### src/rtl/i2cw_pkg.sv
// Shared constants and the transfer state type of the word register slave.
package i2cw_pkg;
    localparam int DATA_W   = 16;
    localparam int BYTE_W   = 8;
    localparam int NUM_REGS = 4;
    localparam int IDX_W    = $clog2(NUM_REGS);

    typedef enum logic [3:0] {
        ST_IDLE, ST_ADDR, ST_ADDR_ACK, ST_CMD, ST_CMD_ACK,
        ST_WHI, ST_WHI_ACK, ST_WLO, ST_WLO_ACK,
        ST_RHI, ST_MACK_HI, ST_RLO, ST_MACK_LO, ST_SKIP
    } xfer_st_e;
endpackage

### src/rtl/i2cw_line_sync.sv
// Synchronizes SCL and SDA into the system clock domain and flags clock
// edges and start/stop conditions. Assumes SCL stays in each level for
// several system clocks.
module i2cw_line_sync #(
    parameter int STAGES = 2
) (
    input  logic clk,
    input  logic rst_n,
    input  logic scl_in,
    input  logic sda_in,
    output logic sda_s,
    output logic scl_rise,
    output logic scl_fall,
    output logic start_det,
    output logic stop_det
);
    logic [STAGES-1:0] scl_pipe, sda_pipe;
    logic scl_s, scl_d, sda_d;

    // Synchronizer chains plus one delay stage for edge detection.
    always_ff @(posedge clk) begin
        if (!rst_n) begin
            scl_pipe <= '1;
            sda_pipe <= '1;
            scl_d    <= 1'b1;
            sda_d    <= 1'b1;
        end else begin
            scl_pipe <= {scl_pipe[STAGES-2:0], scl_in};
            sda_pipe <= {sda_pipe[STAGES-2:0], sda_in};
            scl_d    <= scl_s;
            sda_d    <= sda_s;
        end
    end

    assign scl_s     = scl_pipe[STAGES-1];
    assign sda_s     = sda_pipe[STAGES-1];
    assign scl_rise  = scl_s & ~scl_d;
    assign scl_fall  = ~scl_s & scl_d;
    assign start_det = scl_s & scl_d & sda_d & ~sda_s;
    assign stop_det  = scl_s & scl_d & ~sda_d & sda_s;
endmodule

### src/rtl/i2cw_regbank.sv
// Register bank: entry 0 is a read-only sensor word loaded from internal
// logic, and the other entries are written from the bus. Reads of pointers
// past the bank return zero.
module i2cw_regbank
    import i2cw_pkg::*;
#(
    parameter logic [DATA_W-1:0] RST_CTRL   = 16'h0000,
    parameter logic [DATA_W-1:0] RST_THR_HI = 16'h0550,
    parameter logic [DATA_W-1:0] RST_THR_LO = 16'h0000
) (
    input  logic              clk,
    input  logic              rst_n,
    input  logic              sens_load,
    input  logic [DATA_W-1:0] sens_value,
    input  logic              wr_en,
    input  logic [BYTE_W-1:0] ptr,
    input  logic [DATA_W-1:0] wr_data,
    output logic [DATA_W-1:0] rd_data,
    output logic              ptr_writable,
    output logic [DATA_W-1:0] ctrl_word,
    output logic [DATA_W-1:0] limit_hi,
    output logic [DATA_W-1:0] limit_lo
);
    logic [NUM_REGS-1:0][DATA_W-1:0] reg_vec;
    logic ptr_in_bank;

    // Reset value of a writable register, chosen by its index.
    function automatic logic [DATA_W-1:0] rst_of(input int idx);
        case (idx)
            1:       return RST_CTRL;
            2:       return RST_THR_HI;
            default: return RST_THR_LO;
        endcase
    endfunction

    for (genvar i = 0; i < NUM_REGS; i++) begin : g_reg
        logic [DATA_W-1:0] q;
        if (i == 0) begin : g_ro
            // Sensor word: loaded only from internal logic.
            always_ff @(posedge clk) begin
                if (!rst_n)         q <= '0;
                else if (sens_load) q <= sens_value;
            end
        end else begin : g_rw
            // Bus-writable word: loaded on a committed write to its pointer.
            always_ff @(posedge clk) begin
                if (!rst_n)                                  q <= rst_of(i);
                else if (wr_en && ptr == BYTE_W'(i))         q <= wr_data;
            end
        end
        assign reg_vec[i] = q;
    end

    assign ptr_in_bank  = (ptr < BYTE_W'(NUM_REGS));
    assign ptr_writable = ptr_in_bank && (ptr != '0);
    assign rd_data      = ptr_in_bank ? reg_vec[ptr[IDX_W-1:0]] : '0;
    assign ctrl_word    = reg_vec[1];
    assign limit_hi     = reg_vec[2];
    assign limit_lo     = reg_vec[3];
endmodule

### src/rtl/i2cw_xfer_fsm.sv
// Bus protocol engine: shifts bytes in on SCL rising edges, drives ACK and
// read data after SCL falling edges, and keeps the register pointer.
// Assumes SCL low lasts long enough for the synchronizer delay.
module i2cw_xfer_fsm
    import i2cw_pkg::*;
(
    input  logic              clk,
    input  logic              rst_n,
    input  logic              scl_rise,
    input  logic              scl_fall,
    input  logic              start_det,
    input  logic              stop_det,
    input  logic              sda_s,
    input  logic [6:0]        dev_addr,
    input  logic [DATA_W-1:0] rd_data,
    input  logic              ptr_writable,
    output logic [BYTE_W-1:0] ptr_q,
    output logic              wr_en,
    output logic [DATA_W-1:0] wr_data,
    output logic              sda_pull
);
    xfer_st_e          state_q;
    logic [3:0]        bit_cnt, tx_idx, tx_nxt;
    logic [BYTE_W-1:0] rx_q, hi_q;
    logic [DATA_W-1:0] shadow_q;
    logic              rnw_q, mack_q, oe_q, wr_en_q;
    logic [DATA_W-1:0] wr_data_q;

    assign tx_nxt = tx_idx + 4'd1;

    // Protocol sequencing; bus conditions take priority over bit events.
    always_ff @(posedge clk) begin
        if (!rst_n) begin
            state_q   <= ST_IDLE;
            bit_cnt   <= '0;
            tx_idx    <= '0;
            rx_q      <= '0;
            hi_q      <= '0;
            ptr_q     <= '0;
            shadow_q  <= '0;
            rnw_q     <= 1'b0;
            mack_q    <= 1'b0;
            oe_q      <= 1'b0;
            wr_en_q   <= 1'b0;
            wr_data_q <= '0;
        end else begin
            wr_en_q <= 1'b0;
            if (start_det) begin
                state_q <= ST_ADDR;
                bit_cnt <= '0;
                oe_q    <= 1'b0;
            end else if (stop_det) begin
                state_q <= ST_IDLE;
                oe_q    <= 1'b0;
            end else begin
                case (state_q)
                    ST_ADDR, ST_CMD, ST_WHI, ST_WLO: begin
                        if (scl_rise && bit_cnt < 4'd8) begin
                            rx_q    <= {rx_q[BYTE_W-2:0], sda_s};
                            bit_cnt <= bit_cnt + 4'd1;
                        end else if (scl_fall && bit_cnt == 4'd8) begin
                            bit_cnt <= '0;
                            case (state_q)
                                ST_ADDR: begin
                                    if (rx_q[7:1] == dev_addr) begin
                                        oe_q    <= 1'b1;
                                        rnw_q   <= rx_q[0];
                                        state_q <= ST_ADDR_ACK;
                                    end else begin
                                        state_q <= ST_SKIP;
                                    end
                                end
                                ST_CMD: begin
                                    ptr_q   <= rx_q;
                                    oe_q    <= 1'b1;
                                    state_q <= ST_CMD_ACK;
                                end
                                ST_WHI: begin
                                    if (ptr_writable) begin
                                        hi_q    <= rx_q;
                                        oe_q    <= 1'b1;
                                        state_q <= ST_WHI_ACK;
                                    end else begin
                                        state_q <= ST_SKIP;
                                    end
                                end
                                default: begin
                                    wr_data_q <= {hi_q, rx_q};
                                    wr_en_q   <= 1'b1;
                                    oe_q      <= 1'b1;
                                    state_q   <= ST_WLO_ACK;
                                end
                            endcase
                        end
                    end
                    ST_ADDR_ACK: begin
                        if (scl_fall) begin
                            if (rnw_q) begin
                                shadow_q <= rd_data;
                                oe_q     <= ~rd_data[DATA_W-1];
                                tx_idx   <= '0;
                                state_q  <= ST_RHI;
                            end else begin
                                oe_q    <= 1'b0;
                                state_q <= ST_CMD;
                            end
                        end
                    end
                    ST_CMD_ACK: if (scl_fall) begin oe_q <= 1'b0; state_q <= ST_WHI; end
                    ST_WHI_ACK: if (scl_fall) begin oe_q <= 1'b0; state_q <= ST_WLO; end
                    ST_WLO_ACK: if (scl_fall) begin oe_q <= 1'b0; state_q <= ST_SKIP; end
                    ST_RHI, ST_RLO: begin
                        if (scl_rise) begin
                            bit_cnt <= bit_cnt + 4'd1;
                        end else if (scl_fall) begin
                            if (bit_cnt == 4'd8) begin
                                bit_cnt <= '0;
                                oe_q    <= 1'b0;
                                state_q <= (state_q == ST_RHI) ? ST_MACK_HI : ST_MACK_LO;
                            end else begin
                                tx_idx <= tx_nxt;
                                oe_q   <= ~shadow_q[4'd15 - tx_nxt];
                            end
                        end
                    end
                    ST_MACK_HI: begin
                        if (scl_rise) begin
                            mack_q <= ~sda_s;
                        end else if (scl_fall) begin
                            if (mack_q) begin
                                tx_idx  <= tx_nxt;
                                oe_q    <= ~shadow_q[4'd15 - tx_nxt];
                                state_q <= ST_RLO;
                            end else begin
                                state_q <= ST_SKIP;
                            end
                        end
                    end
                    ST_MACK_LO: if (scl_fall) state_q <= ST_SKIP;
                    default: ;
                endcase
            end
        end
    end

    assign sda_pull = oe_q;
    assign wr_en    = wr_en_q;
    assign wr_data  = wr_data_q;
endmodule

### src/rtl/i2cw_slave.sv
// Top of the word register slave: line synchronizer, protocol engine and
// register bank. The address is a fixed 4-bit prefix plus three straps.
module i2cw_slave
    import i2cw_pkg::*;
#(
    parameter logic [3:0]        ADDR_PREFIX = 4'b0011,
    parameter int                SYNC_STAGES = 2,
    parameter logic [DATA_W-1:0] RST_CTRL    = 16'h0000,
    parameter logic [DATA_W-1:0] RST_THR_HI  = 16'h0550,
    parameter logic [DATA_W-1:0] RST_THR_LO  = 16'h0000
) (
    input  logic              clk,
    input  logic              rst_n,
    input  logic              scl_in,
    input  logic              sda_in,
    output logic              sda_pull,
    input  logic [2:0]        dev_strap,
    input  logic              sens_load,
    input  logic [DATA_W-1:0] sens_value,
    output logic [DATA_W-1:0] ctrl_word,
    output logic [DATA_W-1:0] limit_hi,
    output logic [DATA_W-1:0] limit_lo
);
    logic              sda_s, scl_rise, scl_fall, start_det, stop_det;
    logic              wr_en, ptr_writable;
    logic [BYTE_W-1:0] ptr;
    logic [DATA_W-1:0] wr_data, rd_data;

    i2cw_line_sync #(.STAGES(SYNC_STAGES)) u_sync (
        .clk(clk), .rst_n(rst_n), .scl_in(scl_in), .sda_in(sda_in),
        .sda_s(sda_s), .scl_rise(scl_rise), .scl_fall(scl_fall),
        .start_det(start_det), .stop_det(stop_det)
    );

    i2cw_xfer_fsm u_fsm (
        .clk(clk), .rst_n(rst_n), .scl_rise(scl_rise), .scl_fall(scl_fall),
        .start_det(start_det), .stop_det(stop_det), .sda_s(sda_s),
        .dev_addr({ADDR_PREFIX, dev_strap}), .rd_data(rd_data),
        .ptr_writable(ptr_writable), .ptr_q(ptr), .wr_en(wr_en),
        .wr_data(wr_data), .sda_pull(sda_pull)
    );

    i2cw_regbank #(
        .RST_CTRL(RST_CTRL), .RST_THR_HI(RST_THR_HI), .RST_THR_LO(RST_THR_LO)
    ) u_regs (
        .clk(clk), .rst_n(rst_n), .sens_load(sens_load), .sens_value(sens_value),
        .wr_en(wr_en), .ptr(ptr), .wr_data(wr_data), .rd_data(rd_data),
        .ptr_writable(ptr_writable), .ctrl_word(ctrl_word),
        .limit_hi(limit_hi), .limit_lo(limit_lo)
    );
endmodule

### config.mk
export PLATFORM = sky130hd
export DESIGN_NAME = i2cw_slave
export DESIGN_NICKNAME = d
export VERILOG_FILES = /design/src/rtl/i2cw_pkg.sv /design/src/rtl/i2cw_line_sync.sv /design/src/rtl/i2cw_regbank.sv /design/src/rtl/i2cw_xfer_fsm.sv /design/src/rtl/i2cw_slave.sv
export SDC_FILE = /design/constraint.sdc
export NUM_CORES = 1
export LEC_CHECK = 0
export BUFFER_PORTS_ARGS = -buffer_cell sky130_fd_sc_hd__buf_2
export CAP_MARGIN = 20
export CORE_MARGIN = 3
export CORE_UTILIZATION = 45
export CTS_CLUSTER_DIAMETER = 40
export DETAILED_ROUTE_END_ITERATION = 6
export GPL_TIMING_DRIVEN = 0
export PLACE_DENSITY = 0.66
export SYNTH_ARGS = -nofsm -noshare
export SYNTH_HDL_FRONTEND = slang
export SYNTH_SLANG_ARGS = --single-unit
### constraint.sdc
create_clock -name clk -period 2.37 [get_ports clk]
set_clock_uncertainty 0.05 [all_clocks]
set_input_delay 0.1185 -clock clk [delete_from_list [all_inputs] [get_ports clk]]
set_output_delay 0.1185 -clock clk [all_outputs]
set_load 0.005 [all_outputs]
==> metrics.md <==
| Metric | Value |
|---|---|
| First-pass GRT wire length | 27,540 um |
| Slew Viols, Final | 0 |
| Max FO, Critical Path | 10 |
| Least-Margin Pin Slew | roughly 870 ps |
| PwrDens | about 710 mW/mm^2 |
| Iteration-0 DRC Markers | between 500 and 600 |
| Worst EP arrival | between 2000 and 2500 ps |
| Cell with the most instances after synthesis | dfxtp_1 |
| DIE AREA | around 0.015 mm^2 |
| Post-synthesis register bit count | around 140 |
| Worst setup EP type | register |
| CTS buffer count | 17 |
| Largest area contributor in the netlist | dfxtp_1 |
| Startpoint types | register |
| Dominant cells by area after synthesis | dfxtp_1 (47%), mux2i_1 (13%), mux4_2 (6.7%) |
| Final hold vios | 0 |
| Synth cell count leaders | dfxtp_1 (142), nor2_1 (90), nand2_1 (88) |
| Synth Area per Inst | between 9 and 10 um^2 |
| Multi-input gate area | ~0.003 mm^2 |
| HP Class | input pin to register |
| Final core occ | between 50 and 60% |
| IO buf count | between 70 and 80 |
| Area growth, synth to finish | 23.40% |
| Area share of the leading cell type in the synthesized netlist | between 40% and 50% |
| Post-synth EDFFs | 0 |
| Status | finished, final reports clean |
| Nets | a little under 800 |
| Maximum vdd drop | between 0.0005 and 0.0006 V |
| Layout fillers | 1,132 |
| Placement Cell Area | about 0.0067 mm^2 |
| Final instance area | about 0.0075 mm^2 |
| Largest net degree at the start of global routing | 17 |
| Grt ovf | 0 |
| ANT cells | 0 |
| Share of layout cells above drive strength 1 | between 10% and 20% |
| Starting Density | a little under half |
| Tot GR Track Use | 24.03% |
| Unique masters post-synth | 56 |
| Leakage | slightly above 3 nW |
| Bufs and invs on worst path | 1 |
| FFs w/ async S/R, synth | 0% |
| Clk_lat worst skew | roughly 420 ps |
| YS warnings | 0 |
| Row cnt | 41 |
| WL final | roughly 17,000 um |
| Core box area | roughly 0.013 mm^2 |
| Sequential share of the synthesized area | a little under half |
| Worst Path Required | approximately 2600 ps |
| Fin worst setup slack | 119.1 ps |
| DRT antenna net count | 0 |
| TritonCTS Sinks | 142 |
| H-tree depth | 4 |
| Final setup fails | 0 |
| Die Y | roughly 120 um |
| Reg clk slew, reported paths | 60 ps |
| Crit path time final | between 2000 and 2500 ps |
| CTS tree | yes |
| Cells along the critical path | clkbuf_1 > o2111a_1 > nand4_2 > mux2i_1 > nor2_1 |
| RSZ-0062 raised after global routing | true |
| Mapped cell area | between 0.006 and 0.007 mm^2 |
| CTS root buf | clkbuf_16 |
| Initial antenna violation count | 0 |
| Max Cap Viol | 0 |
| CP max stage cell | dfxtp_1 |
| # DRC | 0 |
| Slew HR | 41.28% |
| Final TNS setup | 0 ps |
| Vias in the first global route | 5,164 |
| Routed vias | 5,269 |
| Drt via density | approximately 5.6 |
| GP Congestion | just under 0.9 |
| Fin crit share | a little over nine tenths |
| Fmax | ~440 MHz |
| Clock Path Buffers | 2 |
| Critical path class | register to register |
| Reg area | approximately 0.0028 mm^2 |
| Pre-CTS setup slack | ~5.8 ps |
| CP delay by family, top | flip-flops |
| DR WL/cell | approximately 18 um |
| Synthesized Nets | slightly below 700 |
| Drt first pass iters | 5 |
| Crit path largest cell delay | ~490 ps |
| Top-Level Pins | 73 |
| DIE WIDTH | 122.3 um |
| Main synth FF type | dfxtp_1 |
| Cell count after synthesis | about 650 |
| DP Wirelength | roughly 13,000 um |
[path summary, 6_finish.rpt]
path	from	endpoint	slack [ps]	depth (start not counted)
worst max-delay path	u_fsm.state_q[2]	u_fsm.hi_q[4]	120	5
worst min-delay path	sens_load	u_regs.g_reg[0].q[3]	170	3
worst max register to register	u_fsm.state_q[2]	u_fsm.hi_q[4]	120	5
worst min register to register	u_sync.sda_pipe[0]	u_sync.sda_pipe[1]	360	1
[routing by layer]
layer  track usage, %  share of wire, %  up-vias
met2            38.89                48      153
li1                 -                 -     2500
met1            32.24                45     2596
met4            6.438               1.3        0
met3            5.991               5.8       20
met5                0                 0        -
[power by group]
group          internal, mW  total, mW  switching, mW
Combinational        0.0946      0.227          0.133
Sequential             2.41       2.43         0.0155
Clock                  1.69       2.65          0.957
[through the flow]
step | power, mW | hold slack [ps] | cells
6_report | 5.303 | 167.2 | 946
5_1_grt | 5.456 | 213.5 | 946
3_5_place_dp | 2.677 | 258.0 | 890
3_3_place_gp | 2.672 | 253.5 | 890
4_1_cts | 5.329 | 166.4 | 940
2_1_floorplan | 2.601 | 141.5 | 647
[cell type report]
class | instances | share of cell area [%]
Buffer | 43 | 2.566
Tap cell | 172 | 2.866
Multi-Input combinational cell | 451 | 40.39
Clock buffer | 23 | 6.231
Clock inverter | 7 | 1.500
Inverter | 10 | 0.4998
Sequential cell | 142 | 37.85
Timing Repair Buffer | 98 | 8.097
[cell families (layout without fill, tap and decap cells)]
| logic type | after synthesis | count (layout) | share of synthesized area (%) |
|---|---|---|---|
| AO/OA/AOI/OAI | 105 | 105 | 10.75 |
| XOR/XNOR | 7 | 7 | 1.007 |
| buffers and inverters | 54 | 181 | 3.742 |
| multiplexers | 94 | 94 | 19.16 |
| flip-flops | 142 | 142 | 46.71 |
| adder cells (fa/ha/maj) | 3 | 3 | 0.6168 |
| AND/OR/NAND/NOR | 242 | 242 | 18.01 |
[sequential cells by signal (all words and copies together), names as in the netlist, 2 cells and up]
name / cells
u_fsm.tx_idx: 4
u_fsm.bit_cnt: 4
u_sync.scl_pipe: 2
u_fsm.wr_data: 16
u_fsm.hi_q: 8
u_regs.limit_lo: 16
u_regs.limit_hi: 16
u_fsm.ptr_q: 8
u_fsm.shadow_q: 16
u_regs.ctrl_word: 16
u_sync.sda_pipe: 2
u_fsm.rx_q: 8
u_fsm.state_q: 4
u_regs.g.q: 16
[cell usage in the layout, fill, tap and decap left out, drive strengths merged, types with 5 or more instances in the layout]
| master | instances |
|---|---|
| a21oi | 54 |
| a22oi | 15 |
| buf | 94 |
| clkbuf | 50 |
| dfxtp | 142 |
| dlygate4sd3 | 20 |
| inv | 10 |
| mux2i | 76 |
| mux4 | 18 |
| nand2 | 88 |
| nand2b | 12 |
| nand3 | 13 |
| nand4 | 5 |
| nor2 | 90 |
| o21ai | 11 |
| xor2 | 5 |
[worst reg2reg max path, delay by kind of cell (launching register included)]
kind,cells,cell delay (ps)
compound gates,1,380
flops,1,490
buf+inv,1,440
simple gates,2,440
mux,1,310
[repair_timing]
action / CTS / global route
hold buffers: 20 / 0
setup buffers: 0 / 7
hold endpoints to repair: 21 / 0
pin swaps: 0 / 1
gates resized for setup: 2 / 8
endpoints found under the setup margin: 11 / 51
No activity file was read; power rests on OpenSTA's default activity.
